`src/rtl/lvp_pkg.sv`:
```
package lvp_pkg;

    typedef enum logic {
        ST_EMPTY = 1'b0,
        ST_FULL  = 1'b1
    } stage_state_e;

    typedef struct packed {
        logic detected;
        logic corrected;
        logic uncorr;
    } err_flags_t;

endpackage

```
`src/rtl/lvp_stage.sv`:
```
module lvp_stage
    import lvp_pkg::*;
#(
    parameter int W = 8
) (
    input  logic         clk,
    input  logic         rst_n,
    input  logic         in_valid,
    output logic         in_ready,
    input  logic [W-1:0] in_data,
    output logic         out_valid,
    input  logic         out_ready,
    output logic [W-1:0] out_data
);

    stage_state_e state_q;
    stage_state_e state_d;
    logic [W-1:0] data_q;

    always_ff @(posedge clk) begin
        if (!rst_n) begin
            state_q <= ST_EMPTY;
            data_q  <= '0;
        end else begin
            state_q <= state_d;
            if (state_q == ST_EMPTY && in_valid) begin
                data_q <= in_data;
            end
        end
    end

    always_comb begin
        state_d   = state_q;
        in_ready  = 1'b0;
        out_valid = 1'b0;
        unique case (state_q)
            ST_EMPTY: begin
                in_ready = 1'b1;
                if (in_valid) state_d = ST_FULL;      // accept
            end
            ST_FULL: begin
                out_valid = 1'b1;
                if (out_ready) state_d = ST_EMPTY;    // release
            end
            default: state_d = ST_EMPTY;
        endcase
    end

    assign out_data = data_q;

endmodule

```
`src/rtl/lvp_encoder.sv`:
```
module lvp_encoder #(
    parameter int ROWS = 3,
    parameter int COLS = 4,
    localparam int K = ROWS * COLS,
    localparam int N = (ROWS + 1) * (COLS + 1)
) (
    input  logic [K-1:0] info,
    output logic [N-1:0] word
);

    localparam int RW = COLS + 1;

    logic [ROWS-1:0] row_par;
    logic [COLS-1:0] col_par;

    always_comb begin
        row_par = '0;
        col_par = '0;
        word    = '0;
        for (int r = 0; r < ROWS; r++) begin
            for (int c = 0; c < COLS; c++) begin
                word[N-1-(r*RW+c)] = info[K-1-(r*COLS+c)];
                row_par[r] = row_par[r] ^ info[K-1-(r*COLS+c)];
                col_par[c] = col_par[c] ^ info[K-1-(r*COLS+c)];
            end
            word[N-1-(r*RW+COLS)] = row_par[r];
        end
        for (int c = 0; c < COLS; c++) begin
            word[N-1-(ROWS*RW+c)] = col_par[c];
        end
        word[0] = ^col_par;
    end

endmodule

```
`src/rtl/lvp_checker.sv`:
```
module lvp_checker
    import lvp_pkg::*;
#(
    parameter int ROWS = 3,
    parameter int COLS = 4,
    localparam int K  = ROWS * COLS,
    localparam int N  = (ROWS + 1) * (COLS + 1),
    localparam int PW = $clog2(N)
) (
    input  logic [N-1:0]  rx,
    output logic [K-1:0]  info,
    output err_flags_t    flags,
    output logic [PW-1:0] pos
);

    localparam int RW = COLS + 1;

    logic [ROWS:0] row_fail;
    logic [COLS:0] col_fail;
    logic          single;
    int            loc_r;
    int            loc_c;

    always_comb begin
        row_fail = '0;
        col_fail = '0;
        for (int r = 0; r <= ROWS; r++) begin
            for (int c = 0; c <= COLS; c++) begin
                row_fail[r] = row_fail[r] ^ rx[N-1-(r*RW+c)];
                col_fail[c] = col_fail[c] ^ rx[N-1-(r*RW+c)];
            end
        end
        loc_r = 0;
        loc_c = 0;
        for (int r = 0; r <= ROWS; r++) begin
            if (row_fail[r]) loc_r = r;
        end
        for (int c = 0; c <= COLS; c++) begin
            if (col_fail[c]) loc_c = c;
        end
        single = ($countones(row_fail) == 1) && ($countones(col_fail) == 1);

        flags.detected  = (|row_fail) | (|col_fail);
        flags.corrected = single;
        flags.uncorr    = flags.detected & ~single;
        pos = single ? PW'(loc_r * RW + loc_c) : '0;

        for (int r = 0; r < ROWS; r++) begin
            for (int c = 0; c < COLS; c++) begin
                info[K-1-(r*COLS+c)] = rx[N-1-(r*RW+c)]
                    ^ (single && loc_r == r && loc_c == c);
            end
        end
    end

endmodule

```
`src/rtl/lvp_codec.sv`:
```
module lvp_codec
    import lvp_pkg::*;
#(
    parameter int ROWS = 3,
    parameter int COLS = 4,
    localparam int K  = ROWS * COLS,
    localparam int N  = (ROWS + 1) * (COLS + 1),
    localparam int PW = $clog2(N)
) (
    input  logic          clk,
    input  logic          rst_n,
    input  logic          enc_in_valid,
    output logic          enc_in_ready,
    input  logic [K-1:0]  enc_info,
    output logic          enc_out_valid,
    input  logic          enc_out_ready,
    output logic [N-1:0]  enc_word,
    input  logic          chk_in_valid,
    output logic          chk_in_ready,
    input  logic [N-1:0]  chk_word_in,
    output logic          chk_out_valid,
    input  logic          chk_out_ready,
    output logic [K-1:0]  chk_info,
    output logic          err_detected,
    output logic          err_corrected,
    output logic          err_uncorr,
    output logic [PW-1:0] err_pos
);

    localparam int RES_W = K + 3 + PW;

    logic [N-1:0]     enc_comb;
    logic [K-1:0]     chk_info_comb;
    err_flags_t       chk_flags_comb;
    logic [PW-1:0]    chk_pos_comb;
    logic [RES_W-1:0] chk_res_q;

    lvp_encoder #(.ROWS(ROWS), .COLS(COLS)) u_enc (
        .info (enc_info),
        .word (enc_comb)
    );

    lvp_stage #(.W(N)) u_enc_stage (
        .clk       (clk),
        .rst_n     (rst_n),
        .in_valid  (enc_in_valid),
        .in_ready  (enc_in_ready),
        .in_data   (enc_comb),
        .out_valid (enc_out_valid),
        .out_ready (enc_out_ready),
        .out_data  (enc_word)
    );

    lvp_checker #(.ROWS(ROWS), .COLS(COLS)) u_chk_logic (
        .rx    (chk_word_in),
        .info  (chk_info_comb),
        .flags (chk_flags_comb),
        .pos   (chk_pos_comb)
    );

    lvp_stage #(.W(RES_W)) u_chk_stage (
        .clk       (clk),
        .rst_n     (rst_n),
        .in_valid  (chk_in_valid),
        .in_ready  (chk_in_ready),
        .in_data   ({chk_info_comb, chk_flags_comb, chk_pos_comb}),
        .out_valid (chk_out_valid),
        .out_ready (chk_out_ready),
        .out_data  (chk_res_q)
    );

    assign {chk_info, err_detected, err_corrected, err_uncorr, err_pos} = chk_res_q;

endmodule

```
`config.mk`:
```
export PLATFORM = sky130hd
export DESIGN_NAME = lvp_codec
export DESIGN_NICKNAME = d
export VERILOG_FILES = /design/src/rtl/lvp_pkg.sv /design/src/rtl/lvp_stage.sv /design/src/rtl/lvp_encoder.sv /design/src/rtl/lvp_checker.sv /design/src/rtl/lvp_codec.sv
export SDC_FILE = /design/constraint.sdc
export NUM_CORES = 1
export LEC_CHECK = 0
export ABC_CLOCK_PERIOD_IN_PS = 3200
export BUFFER_PORTS_ARGS = -buffer_cell sky130_fd_sc_hd__buf_4
export CELL_PAD_IN_SITES_DETAIL_PLACEMENT = 2
export CELL_PAD_IN_SITES_GLOBAL_PLACEMENT = 2
export CORE_MARGIN = 5
export CORE_UTILIZATION = 23
export CTS_CLUSTER_SIZE = 30
export DETAILED_ROUTE_END_ITERATION = 10
export PLACE_DENSITY = 0.66
export SYNTH_ARGS = -nofsm -noshare
export SYNTH_HDL_FRONTEND = slang
export SYNTH_SLANG_ARGS = --single-unit
```
`constraint.sdc`:
```
create_clock -name clk -period 3.2 [get_ports clk]
set_clock_uncertainty 0.1 [all_clocks]
set_input_delay 0.16 -clock clk [delete_from_list [all_inputs] [get_ports clk]]
set_output_delay 0.16 -clock clk [all_outputs]
set_load 0.01 [all_outputs]
```
==> flow_summary.ini <==
[floorplanning]
die_width_um = 117
num_io_pins = 82
rows = 39
coreArea_mm2 = 0.0113
dieHeight_um = 117
start_util_pct = 23.4
die_area_mm2 = 0.0137

[timing]
finalCritPeriodShare_pct = 98.0
finalHoldViolCount = 0
setup_ws_ns = 0.0637
finalSetupViolations = 0
slew_headroom_pct = 34.1
max_freq_mhz = 319
grt_setup_unrepaired = true
period_needed_ns = 3.14
tightest_slew_ns = 0.985
final_max_slew_viol_count = 0

[cts]
clk_pin_slew_worst_paths_ns = 0.07
clock_latency_ns = 0.28
cts_tree = done
clk_path_buf_depth = 2
numCtsBuffers = 5
clock_sinks = 42
root_buffer = clkbuf_16
h-tree-depth = 2

[yosys]
syn_area_mm2 = 0.00264
synth_cells = 302
synth.mux.area_fraction_pct = 0
syn-num-nets = 362
synthXorXnorAreaFrac_pct = 18.6
yosys.area.top_type = dfxtp_1
synth_top_area_share_pct = 31.8
ys_warn_count = 0
avgSynthCellArea_um2 = 8.75
ys_seq_area_share_pct = 31.8
yosys-top-cells-area = dfxtp_1 (32%), xnor2_1 (9.3%), ha_1 (8.5%)
ys_seq_elements = 42
synth_top_family_by_area = XOR/XNOR gates
ys_types = 37
yosys.area_share.adder_pct = 11.5
synth-compound-area-share_pct = 18.0
synthSimpleGateAreaFrac_pct = 15.0

[final_layout]
design_area_mm2 = 0.00405
final_cell_mix = buf_4 (128), nand2_1 (43), dfxtp_1 (42)
fin_nets = 487
stdcell_count = 571
area_growth_pct = 53.1
antenna_cells = 0
drive_above_1_share_pct = 37.1
layout_commonest_cell = buf_4

[critical_path]
worstPathArrival_ns = 3.24
crit_path_end_kind = flop
crit_type = input port to flop
critPathMaxFanout = 7
cp-start-kind = input port
crit_required_ns = 3.31

[global_route]
grt_max_degree = 31
antenna_found_initial = 0
grt_pass1_wl_mm = 14.9
track_usage_pct = 13.9
grt-ovfl-total = 0
first_global_vias = 2850

[routing]
via_per_inst = 4.57
drtIter0Drc = 58
avgRoutedWirePerCell_um = 16.9
via_count = 2612
wirelength_mm = 9.66
drtPass1Iterations = 4
drc_errors = 0
route.antenna.remaining_nets = 0

[placement]
place_area_mm2 = 0.00375
io_buffer_count = 81
dp_slack_ns = -0.254
place.gp.congestion = 0.800
placedCellCount = 556
hpwl_mm = 7.72

[run_status]
status = completed

[power]
irDropWorstVdd_uv = 196
power.density_mw_per_mm2 = 533
leakage_uw = 0.00177

[min_path]
hp-class = input port to flop

[flow_run]
maxCapViolCount = 0
area by class of cell:
cell class | count | area [um2]
tap | 143 | 179
multi-input combinational | 227 | 1780
inverter | 19 | 72.6
clock inverter | 2 | 37.5
clock buffer | 6 | 129
timing repair buffer | 132 | 1010
sequential | 42 | 841
fill | 1289 | 7270
worst max-delay path: stages:
cell     delay, ns
buf_4         0.12
buf_4         0.14
xnor2_1       0.20
xor2_1        0.31
ha_1          0.19
inv_1         0.05
fa_1          0.41
fa_1          0.49
nor3b_4       0.26
buf_4         0.18
nand2_4       0.08
or4_1         0.48
a31oi_1       0.17
sequential cells by signal, indices dropped and copies added, names as in the netlist:
signal,cells
u_chk_stage.out_data,20
u_chk_stage.state_q,1
u_enc_stage.out_data,20
u_enc_stage.state_q,1
per-stage QoR:
| stage | util (%) | TNS [ns] | hold WS, ns | total power, uW |
|---|---|---|---|---|
| final | 35.8 | 0 | 0.0517 | 2160 |
| after global routing | 35.8 | -0.247 | 0.0585 | 2310 |
| after CTS | 34.8 | 0 | 0.0473 | 2120 |
| after detailed placement | 33.1 | -1.93 | 0.254 | 1520 |
| after global placement | 33.1 | -0.973 | 0.250 | 1480 |
| after floorplan | - | -0.376 | 0.159 | 1130 |
cell usage after synthesis, drive strengths merged:
library cell / n
a31oi: 9
inv: 18
nand4bb: 1
xor3: 3
dfxtp: 42
a21o: 1
nor4: 3
fa: 4
xor2: 17
clkinv: 1
nor2b: 2
nand4: 1
o2111ai: 1
a2bb2oi: 1
a211oi: 10
ha: 18
buf: 1
clkbuf: 13
nand3: 4
and2: 3
nor3b: 1
nand2: 44
o41a: 3
o31ai: 7
xnor2: 29
or4: 7
a21oi: 25
a2111o: 1
o21ai: 15
nand2b: 1
nor2: 13
or3: 3
worst paths after layout:
kind,start,endpoint,slack [ns],cells after the start
worst max-delay path,chk_word_in[19],u_chk_stage.out_data[13],0.06,13
worst min-delay path,enc_info[0],u_enc_stage.out_data[6],0.05,3
worst min register to register,u_chk_stage.out_data[2],u_chk_stage.out_data[2],0.36,2
worst max register to register,u_chk_stage.state_q,u_chk_stage.out_data[17],1.38,4
layer usage:
layer	vias up	track usage (%)	wire [um]
met5	-	0	0
met4	0	4.28	166
met1	1269	16.7	4010
li1	1286	-	-
met3	10	1.70	376
met2	47	25.5	5110
power by group:
part / internal [uW] / total [uW] / switching [uW]
Sequential: 566 / 592 / 26.2
Clock: 369 / 580 / 211
Combinational: 491 / 987 / 496
what timing repair did:
item	in CTS	in global routing
endpoints found under the hold margin	2	0
resized for setup	0	11
hold buffers	2	0
setup endpoints to repair	0	11
setup buffers	0	5
logic make-up (layout without fill, tap and decap cells):
kind of cell | after synthesis | after routing
adders and majority gates | 22 | 22
DFF | 42 | 42
and+or+nand+nor | 83 | 83
xor gates and xnor gates | 49 | 49
buffers and inverters | 33 | 159
AOI/OAI and AO/OA | 73 | 73
(Power assumes the default switching activity.)
